## src/rtl/spi_arb_pkg.sv

```systemverilog
package spi_arb_pkg;
  typedef enum logic [1:0] {
    OWN_NONE = 2'd0,
    OWN_S0   = 2'd1,
    OWN_S1   = 2'd2
  } owner_t;
endpackage

```

## src/rtl/spi_arb_owner_fsm.sv

```systemverilog
module spi_arb_owner_fsm
  import spi_arb_pkg::*;
(
  input  logic   clk,
  input  logic   rst_n,
  input  logic   req0,
  input  logic   req1,
  input  logic   sync_done,
  output owner_t owner_q
);
  owner_t owner_d;
  logic   owner_en;

  always_comb begin
    owner_d  = owner_q;
    owner_en = 1'b0;
    unique case (owner_q)
      OWN_NONE: begin
        // fixed priority: source 0 wins a tie
        if (req0) begin
          owner_d  = OWN_S0;
          owner_en = 1'b1;
        end else if (req1) begin
          owner_d  = OWN_S1;
          owner_en = 1'b1;
        end
      end
      OWN_S0, OWN_S1: begin
        if (sync_done) begin
          owner_d  = OWN_NONE;
          owner_en = 1'b1;
        end
      end
      default: begin
        owner_d  = OWN_NONE;
        owner_en = 1'b1;
      end
    endcase
  end

  always_ff @(posedge clk or negedge rst_n) begin
    if (!rst_n) begin
      owner_q <= OWN_NONE;
    end else if (owner_en) begin
      owner_q <= owner_d;
    end
  end
endmodule

```

## src/rtl/spi_arb_fwd_mux.sv

```systemverilog
module spi_arb_fwd_mux #(
  parameter int W = 8
) (
  input  logic         sel0,
  input  logic         sel1,
  input  logic         in0_valid,
  output logic         in0_ready,
  input  logic [W-1:0] in0_data,
  input  logic         in1_valid,
  output logic         in1_ready,
  input  logic [W-1:0] in1_data,
  output logic         out_valid,
  input  logic         out_ready,
  output logic [W-1:0] out_data
);
  always_comb begin
    out_valid = (sel0 & in0_valid) | (sel1 & in1_valid);
    out_data  = sel1 ? in1_data : in0_data;
    in0_ready = sel0 & out_ready;
    in1_ready = sel1 & out_ready;
  end
endmodule

```

## src/rtl/spi_arb_ret_demux.sv

```systemverilog
module spi_arb_ret_demux #(
  parameter int W = 8
) (
  input  logic         sel0,
  input  logic         sel1,
  input  logic         in_valid,
  output logic         in_ready,
  input  logic [W-1:0] in_data,
  output logic         out0_valid,
  input  logic         out0_ready,
  output logic [W-1:0] out0_data,
  output logic         out1_valid,
  input  logic         out1_ready,
  output logic [W-1:0] out1_data
);
  always_comb begin
    out0_valid = sel0 & in_valid;
    out1_valid = sel1 & in_valid;
    out0_data  = in_data;
    out1_data  = in_data;
    in_ready   = (sel0 & out0_ready) | (sel1 & out1_ready);
  end
endmodule

```

## src/rtl/spi_cmd_arbiter.sv

```systemverilog
module spi_cmd_arbiter
  import spi_arb_pkg::*;
#(
  parameter int CMD_W  = 16,
  parameter int SDO_W  = 8,
  parameter int SDI_W  = 8,
  parameter int SYNC_W = 8
) (
  input  logic              clk,
  input  logic              rst_n,
  input  logic              s0_cmd_valid,
  output logic              s0_cmd_ready,
  input  logic [CMD_W-1:0]  s0_cmd_data,
  input  logic              s0_sdo_valid,
  output logic              s0_sdo_ready,
  input  logic [SDO_W-1:0]  s0_sdo_data,
  output logic              s0_sdi_valid,
  input  logic              s0_sdi_ready,
  output logic [SDI_W-1:0]  s0_sdi_data,
  output logic              s0_sync_valid,
  input  logic              s0_sync_ready,
  output logic [SYNC_W-1:0] s0_sync_data,
  input  logic              s1_cmd_valid,
  output logic              s1_cmd_ready,
  input  logic [CMD_W-1:0]  s1_cmd_data,
  input  logic              s1_sdo_valid,
  output logic              s1_sdo_ready,
  input  logic [SDO_W-1:0]  s1_sdo_data,
  output logic              s1_sdi_valid,
  input  logic              s1_sdi_ready,
  output logic [SDI_W-1:0]  s1_sdi_data,
  output logic              s1_sync_valid,
  input  logic              s1_sync_ready,
  output logic [SYNC_W-1:0] s1_sync_data,
  output logic              m_cmd_valid,
  input  logic              m_cmd_ready,
  output logic [CMD_W-1:0]  m_cmd_data,
  output logic              m_sdo_valid,
  input  logic              m_sdo_ready,
  output logic [SDO_W-1:0]  m_sdo_data,
  input  logic              m_sdi_valid,
  output logic              m_sdi_ready,
  input  logic [SDI_W-1:0]  m_sdi_data,
  input  logic              m_sync_valid,
  output logic              m_sync_ready,
  input  logic [SYNC_W-1:0] m_sync_data
);
  owner_t owner_q;
  logic   sel0;
  logic   sel1;
  logic   sync_done;

  assign sel0      = (owner_q == OWN_S0);
  assign sel1      = (owner_q == OWN_S1);
  assign sync_done = m_sync_valid & m_sync_ready;

  spi_arb_owner_fsm i_fsm (
    .clk       (clk),
    .rst_n     (rst_n),
    .req0      (s0_cmd_valid),
    .req1      (s1_cmd_valid),
    .sync_done (sync_done),
    .owner_q   (owner_q)
  );

  spi_arb_fwd_mux #(.W(CMD_W)) i_cmd_mux (
    .sel0      (sel0),
    .sel1      (sel1),
    .in0_valid (s0_cmd_valid),
    .in0_ready (s0_cmd_ready),
    .in0_data  (s0_cmd_data),
    .in1_valid (s1_cmd_valid),
    .in1_ready (s1_cmd_ready),
    .in1_data  (s1_cmd_data),
    .out_valid (m_cmd_valid),
    .out_ready (m_cmd_ready),
    .out_data  (m_cmd_data)
  );

  spi_arb_fwd_mux #(.W(SDO_W)) i_sdo_mux (
    .sel0      (sel0),
    .sel1      (sel1),
    .in0_valid (s0_sdo_valid),
    .in0_ready (s0_sdo_ready),
    .in0_data  (s0_sdo_data),
    .in1_valid (s1_sdo_valid),
    .in1_ready (s1_sdo_ready),
    .in1_data  (s1_sdo_data),
    .out_valid (m_sdo_valid),
    .out_ready (m_sdo_ready),
    .out_data  (m_sdo_data)
  );

  spi_arb_ret_demux #(.W(SDI_W)) i_sdi_demux (
    .sel0       (sel0),
    .sel1       (sel1),
    .in_valid   (m_sdi_valid),
    .in_ready   (m_sdi_ready),
    .in_data    (m_sdi_data),
    .out0_valid (s0_sdi_valid),
    .out0_ready (s0_sdi_ready),
    .out0_data  (s0_sdi_data),
    .out1_valid (s1_sdi_valid),
    .out1_ready (s1_sdi_ready),
    .out1_data  (s1_sdi_data)
  );

  spi_arb_ret_demux #(.W(SYNC_W)) i_sync_demux (
    .sel0       (sel0),
    .sel1       (sel1),
    .in_valid   (m_sync_valid),
    .in_ready   (m_sync_ready),
    .in_data    (m_sync_data),
    .out0_valid (s0_sync_valid),
    .out0_ready (s0_sync_ready),
    .out0_data  (s0_sync_data),
    .out1_valid (s1_sync_valid),
    .out1_ready (s1_sync_ready),
    .out1_data  (s1_sync_data)
  );
endmodule

```

## config.mk

```make
export PLATFORM = sky130hd
export DESIGN_NAME = spi_cmd_arbiter
export DESIGN_NICKNAME = d
export VERILOG_FILES = /design/src/rtl/spi_arb_pkg.sv /design/src/rtl/spi_arb_owner_fsm.sv /design/src/rtl/spi_arb_fwd_mux.sv /design/src/rtl/spi_arb_ret_demux.sv /design/src/rtl/spi_cmd_arbiter.sv
export SDC_FILE = /design/constraint.sdc
export NUM_CORES = 1
export LEC_CHECK = 0
export ABC_AREA = 0
export BUFFER_PORTS_ARGS = -buffer_cell sky130_fd_sc_hd__buf_2
export CORE_AREA = 2 2 56 58
export DETAILED_ROUTE_END_ITERATION = 7
export DIE_AREA = 0 0 58 60
export PLACE_DENSITY = 0.84
export SLEW_MARGIN = 40
export SYNTH_ARGS = -nofsm -noshare
export SYNTH_HDL_FRONTEND = slang
export SYNTH_SLANG_ARGS = --single-unit
```

## constraint.sdc

```tcl
create_clock -name clk -period 4.3 [get_ports clk]
set_clock_uncertainty 0.05 [all_clocks]
set_input_delay 0.215 -clock clk [delete_from_list [all_inputs] [get_ports clk]]
set_output_delay 0.215 -clock clk [all_outputs]
set_load 0.02 [all_outputs]
```

# [Yosys cells after proc, flatten, opt, wreduce, memory -nomap -nowiden]
# Index checks and enable logic that the tools add are counted.
[word_totals] regBits=2 output_inout_bits=68
[op_classes] n_mux=10 n_reduce_logical=3 bitwise_logic=21 eq_ne=4
[ops] operator="bitwise AND 1 bit" count=17
[ops] operator="2-to-1 mux 16 bit" count=1
[ops] operator="2-to-1 mux 8 bit" count=1
[ops] operator="2-to-1 mux 2 bit" count=3
[ops] operator="bitwise OR 1 bit" count=4
[ops] operator="one-hot mux 2 bit (2 select lines)" count=1
[ops] operator="2-to-1 mux 1 bit" count=3
[ops] operator="inequality test 3 bit (second input constant)" count=1
[ops] operator="AND reduction 3 bit" count=1
[ops] operator="equality test 2 x 1 -> 1 bit (second input constant)" count=1
[ops] operator="equality test 2 bit (second input constant)" count=1
[ops] operator="zero test 2 bit" count=1
[ops] operator="inequality test 2 x 1 -> 1 bit (second input constant)" count=1
[ops] operator="one-hot mux 1 bit (2 select lines)" count=1
[ops] operator="OR reduction 2 bit" count=1

# [Depth between registers and ports, before layout]
# Gate-level depths: netlist (run 1).
[depth] ltp_word=7 depth_mapped=6 depth_no_buf=6

# [By module]
# From an unflattened synthesis (run 1), not the netlist that was laid out.
[unflattened] cells_unflattened=88 hier_area_um2=868.3
[by_module_without_submodules] mod="spi_arb_ret_demux" area_per_inst_um2=141.4 cells_per_inst=19 instances=2
[by_module_without_submodules] mod="spi_arb_fwd_mux (i_cmd_mux)" area_per_inst_um2=265.3 cells_per_inst=21 instances=1
[by_module_without_submodules] mod="spi_arb_fwd_mux (i_sdo_mux)" area_per_inst_um2=155.1 cells_per_inst=12 instances=1
[by_module_without_submodules] mod="spi_arb_owner_fsm" area_per_inst_um2=143.9 cells_per_inst=14 instances=1
[by_module_without_submodules] mod="spi_cmd_arbiter" area_per_inst_um2=21.3 cells_per_inst=3 instances=1

# [Worst setup path before layout (run 1)]
# Ideal clock, no wire load.
[synth_path] path_type="register to register" from="register i_fsm.owner_q[0]" to="register i_fsm.owner_q[0]" period_less_slack_ns=1.601 stages_incl_launch_ff=6 path_slack_ns=2.699 t_arrival_ns=1.430 n_path_buf=0 cell_sequence="dfrtp_1 inv_1 ha_1 a22o_1 a21bo_1 a32o_1"
[synth_between] elab_chain_cells=7 elab_cells_between_ends=14
[synth_rtl] element="start: declaration" line="spi_arb_owner_fsm.sv:9" rtl="output owner_t owner_q"
[synth_rtl] element="start signal: assignment" line="spi_arb_owner_fsm.sv:45" rtl="owner_q <= owner_d;"
[synth_rtl] element="equality test 2 x 1 -> 1 bit / equality test 2 bit (equally long branches)" line="spi_cmd_arbiter.sv:53, spi_cmd_arbiter.sv:54"
[synth_rtl] element="bitwise AND 1 bit" line="spi_arb_ret_demux.sv:21" rtl="in_ready = (sel0 & out0_ready) | (sel1 & out1_ready);"
[synth_rtl] element="bitwise OR 1 bit (*)" line="spi_arb_ret_demux.sv:21"
[synth_rtl] element="net m_sync_ready" line="spi_cmd_arbiter.sv:45" rtl="output logic m_sync_ready,"
[synth_rtl] element="bitwise AND 1 bit (*)" line="spi_cmd_arbiter.sv:55" rtl="assign sync_done = m_sync_valid & m_sync_ready;"
[synth_rtl] element="2-to-1 mux 1 bit" line="spi_arb_owner_fsm.sv:29" rtl="if (sync_done) begin"
[synth_rtl] element="one-hot mux 1 bit (2 select lines)" line="spi_arb_owner_fsm.sv:17" rtl="unique case (owner_q)"
[synth_rtl] element="AND reduction 3 bit (no line) (*)"
# Mark *: on every way through the listed nets, which the timed path passes. The rest lies on a longest branch.
# A chain may end at the register's enable or synchronous reset.

# [Worst setup path after layout (run 1)]
[layout_path] from="register i_fsm.owner_q[0]" to="output m_sdo_data[6]"
[layout_between] elab_chain_cells=2
[layout_rtl] element="equality test 2 bit" line="spi_cmd_arbiter.sv:54" rtl="assign sel1 = (owner_q == OWN_S1);"
[layout_rtl] element="2-to-1 mux 8 bit" line="spi_arb_fwd_mux.sv:18" rtl="out_data = sel1 ? in1_data : in0_data;"
[layout_rtl] element="end: declaration" line="spi_cmd_arbiter.sv:40" rtl="output logic [SDO_W-1:0] m_sdo_data,"
# Every way passes these cells.

==> results of run 1 <==
==> stage by stage <==
stage | instances | util | worst slack, ns | total power [uW]
6_report | 185 | 0.374 | 2.03 | 535
5_1_grt | 185 | 0.374 | 1.88 | 579
4_1_cts | 185 | 0.374 | 2.01 | 542
3_5_place_dp | 181 | 0.363 | 2.24 | 498
3_3_place_gp | 181 | 0.363 | 2.30 | 494
2_1_floorplan | 85 | - | 2.70 | 408
==> report_power, final <==
part | switching, uW | internal (uW)
clock | 9.51 | 30.7
combinational | 251 | 208
sequential | 7.51 | 27.7
==> worst paths after layout <==
path,to,cells after the start
worst max-delay path,m_sdo_data[6],5
worst min-delay path,i_fsm.owner_q[0],2
worst max register to register,i_fsm.owner_q[0],6
worst min register to register,i_fsm.owner_q[0],1
max in group asynchronous,i_fsm.owner_q[1],2
min in group asynchronous,i_fsm.owner_q[0],2
==> cells in the mapped netlist <==
cell	n	area (um^2)
inv_1	2	7.51
buf_4	32	240
o211ai_2	1	12.5
buf_2	3	15.0
mux2i_1	1	10.0
a22o_1	4	35.0
mux2_2	24	270
nand2b_1	1	6.26
dfrtp_1	2	50.1
ha_1	4	50.1
a32o_1	1	10.0
and2_1	8	50.1
or3_1	1	6.26
a21bo_1	1	10.0
==> final cells by class <==
type,instances,area (um^2)
flip-flops and latches,2,50.0
multi-input cells,46,460
fillers,303,1820
well taps,33,41.3
repair buffers,99,503
inverters,2,7.51
clock buffers,3,22.5
==> worst reg2reg max path, cell delays in order, from the launching register on <==
cell	delay [ns]
dfrtp_1	0.40
inv_1	0.10
ha_1	0.40
a22o_1	0.23
a21bo_1	0.14
o211ai_2	0.10
a32o_1	0.21
==> kinds of logic after synthesis <==
logic type	synth area share
AO/OA/AOI/OAI	0.0874
adder cells (fa/ha/maj)	0.0647
multiplexers	0.362
flip-flops	0.0647
AND/OR/NAND/NOR	0.0809
buffers and inverters	0.340
==> per-layer routing <==
layer  vias to the layer above  track usage  wire length, um
met2                        71        0.232             1280
met1                       353        0.105              751
li1                        397            -                -
met3                         0       0.0519              340
met4                         0       0.0166                0
met5                         -            0                0
==> flow_summary.toml, run 1 <==
[outcome]
outcome = "complete, no violations"

[power_and_ir_drop]
power_density_nw_per_um2 = 493
power_leakage_uw = 0.000634
vdd_ir_drop_max_mv = 0.287

[routing]
routed_via_density = 4.44
drc = 0
dr.first_iter.drc_count = 8
wl_per_cell_um = 12.8
drt-total-wl_um = 2370
drt_first_pass_iters = 4
drtAntennaViolNets = 0
dr_total_vias = 821

[cts]
worstSkewPairLatency_ns = 0.22
cts_buffer_depth = 2
ctsResizeCount = 0
cts_sinks = 2
cts_tree = "built"
ctsHoldBuffers = 1
post-cts-setup-buffers = 0
ctsHtreeMaxLevel = 1
path_clk_slew_ns = 0.03
cts_buffers = 3
cts_root_buffer = "clkbuf_4"

[die]
die_w_um = 58
initial_core_util = 0.266
num_rows = 20
dieArea_um2 = 3480
core_area_um2 = 2900
ioPinCount = 146
die_height_um = 60

[placement]
gp_congestion = 0.647
io_buffers = 97
dpl.hpwl_um = 2110
placed_area_um2 = 1050

[finish]
largest_reg_flops = 2
mostFrequentLayoutCells = "97 x buf_2, 24 x mux2_2, 8 x and2_1"
diodes = 0
layout_commonest_cell = "buf_2"
drive_gt1_frac = 0.829
top_regs = "i_fsm.owner_q (2)"
regMostFlops = "i_fsm.owner_q"
area_growth_pct = 40.3
layout.nets = 236
fin_area_um2 = 1080

[sta]
holdWs_ns = 0.228
setup_tns_ns = 0
worst_pin_slew_ns = 0.393
min_period_over_period = 0.529
rsz0062_at_grt = "false"
finalMaxSlewViolations = 0
fmax_ghz = 0.440
fin_crit_ns = 2.27
finalSetupViolations = 0
slew_headroom = 0.738
hold_violations = 0

[worst_setup_path]
startpoint_type = "register"
worstSetupPathType = "reg -> out"
path_cells = "inv_1, ha_1, buf_4, mux2_2, buf_2"
required_ns = 4.03
endpoint_kind = "primary output"
critPathTopFamily = "buffers and inverters"
r2r-start = "i_fsm.owner_q[0]"
worst_path_max_delay_cell = "dfrtp_1"
cp.arrival_ns = 2.01
path_max_fanout = 21
reg2reg_slack_ns = 2.55
max_stage_delay_ns = 0.40
cp-startpoint = "i_fsm.owner_q[0]"
critPathBufInv = 3

[synthesis]
syn_area_um2 = 773
synth_cell_types = 14
syn_area_per_cell_um2 = 9.10
synth_cells = 85
ys_seq_area_frac = 0.0647
syn-num-nets = 167
ys_ff_latch = 2
ys_warn_count = 0

[min_path]
hp-start = "s0_cmd_valid"
hp-class = "in -> reg"

[run]
cap_violations = 0

[grt]
grt_pass1_vias = 708
grt_pass1_wl_um = 3070
grt_overflow = 0
grt_max_degree = 22
grtUsageTotal = 0.114
grt_antenna_before_repair = 0
Note: power is estimated with default switching activity, not from simulation.
==> run 2: changes to the inputs <==
- CORE_AREA: 2 2 56 58 -> default
- CORE_ASPECT_RATIO: default -> 2
- CORE_UTILIZATION: default -> 26
- DIE_AREA: 0 0 58 60 -> default
- PLACE_DENSITY: 0.84 -> 0.81
- clock period: 4.3 -> 2.29 ns (I/O delays scaled with it)
==> flow_summary.toml, run 2 (synthesis gave the netlist of run 1 again) <==
[cts]
post-cts-setup-buffers = 0
cts_sinks = 2
ctsHoldBuffers = 1
path_clk_slew_ns = 0.03
worstSkewPairLatency_ns = 0.22
cts_root_buffer = "clkbuf_8"
ctsHtreeMaxLevel = 1
cts_buffer_depth = 2
ctsResizeCount = 0
cts_tree = "built"
cts_buffers = 3

[run]
cap_violations = 0

[placement]
gp_congestion = 0.711
dpl.hpwl_um = 2430
io_buffers = 97
dp.cells = 178
pre_cts_slack_ns = 0.549
placed_area_um2 = 1050

[worst_setup_path]
r2r-start = "i_fsm.owner_q[0]"
endpoint_kind = "primary output"
required_ns = 2.13
cp-startpoint = "i_fsm.owner_q[0]"
worstSetupPathType = "reg -> out"
path_max_fanout = 20
startpoint_type = "register"
cp.arrival_ns = 1.67
reg2reg_slack_ns = 0.57

[finish]
layout_commonest_cell = "buf_2"
diodes = 0
regMostFlops = "i_fsm.owner_q"
fin_area_um2 = 1110
mostFrequentLayoutCells = "97 x buf_2, 24 x mux2_2, 8 x and2_1"
top_regs = "i_fsm.owner_q (2)"
largest_reg_flops = 2
layout.nets = 237
drive_gt1_frac = 0.830
area_growth_pct = 43.0
final_cells = 182

[sta]
holdWs_ns = 0.137
min_period_over_period = 0.801
fin_crit_ns = 1.83
fin_ws_ns = 0.457
hold_violations = 0
setup_tns_ns = 0
finalMaxSlewViolations = 0
slew_headroom = 0.826
finalSetupViolations = 0
fmax_ghz = 0.545
rsz0062_at_grt = "false"
worst_pin_slew_ns = 0.261

[grt]
grt_antenna_before_repair = 0
grt_max_degree = 21
grtUsageTotal = 0.175
grt_pass1_wl_um = 3710
grt_overflow = 0
grt_pass1_vias = 781

[power_and_ir_drop]
vdd_ir_drop_max_mv = 0.540
power_leakage_uw = 0.000647
power_density_nw_per_um2 = 989

[routing]
routed_via_density = 4.63
drc = 0
drt-total-wl_um = 2810
dr_total_vias = 843
wl_per_cell_um = 15.5
drt_first_pass_iters = 3
drtAntennaViolNets = 0
dr.first_iter.drc_count = 7

[min_path]
hp-class = "in -> reg"
hp-start = "s0_cmd_valid"

[outcome]
outcome = "complete, no violations"

[die]
die_height_um = 79.1
core_area_um2 = 2800
num_rows = 27
initial_core_util = 0.276
dieArea_um2 = 3210
die_w_um = 40.6
ioPinCount = 146
==> run 2: critical path: stages, from the launching register on <==
cell and delay, ns:
dfrtp_1 0.40, inv_1 0.09, ha_1 0.17, buf_4 0.26, mux2_2 0.37, buf_2 0.16
==> run 2: layout make-up <==
type	count	area, um^2
inverter	2	7.51
sequential	2	50.0
tap	29	36.3
fill	307	1700
timing repair buffer	100	510
clock buffer	3	41.3
multi-input combinational	46	460
==> run 2: where the power goes <==
part	leakage, uW	total [uW]	internal, uW	switching, uW
Sequential	0.0000254	66.6	52.0	14.5
Combinational	0.000600	878	398	479
Clock	0.0000216	150	112	37.6
==> run 2: per-layer routing <==
layer,global-route usage,vias to the layer above,share of wire
met5,0,-,0
met4,0.123,0,0.046
met3,0.0894,20,0.17
met2,0.287,85,0.45
met1,0.144,343,0.33
li1,-,395,-
==> run 2: worst paths after layout <==
path                                    end  depth (start not counted)
min in group asynchronous  i_fsm.owner_q[1]                          2
min reg2reg                i_fsm.owner_q[0]                          1
max                           m_cmd_data[1]                          5
min                        i_fsm.owner_q[0]                          2
max reg2reg                i_fsm.owner_q[0]                          6
max in group asynchronous  i_fsm.owner_q[0]                          2
==> run 2: metrics by stage <==
| stage | power, uW | utilization |
|---|---|---|
| after floorplan | 766 | - |
| after global placement | 940 | 0.376 |
| after detailed placement | 951 | 0.376 |
| after CTS | 1110 | 0.394 |
| after global routing | 1180 | 0.394 |
| final | 1090 | 0.394 |
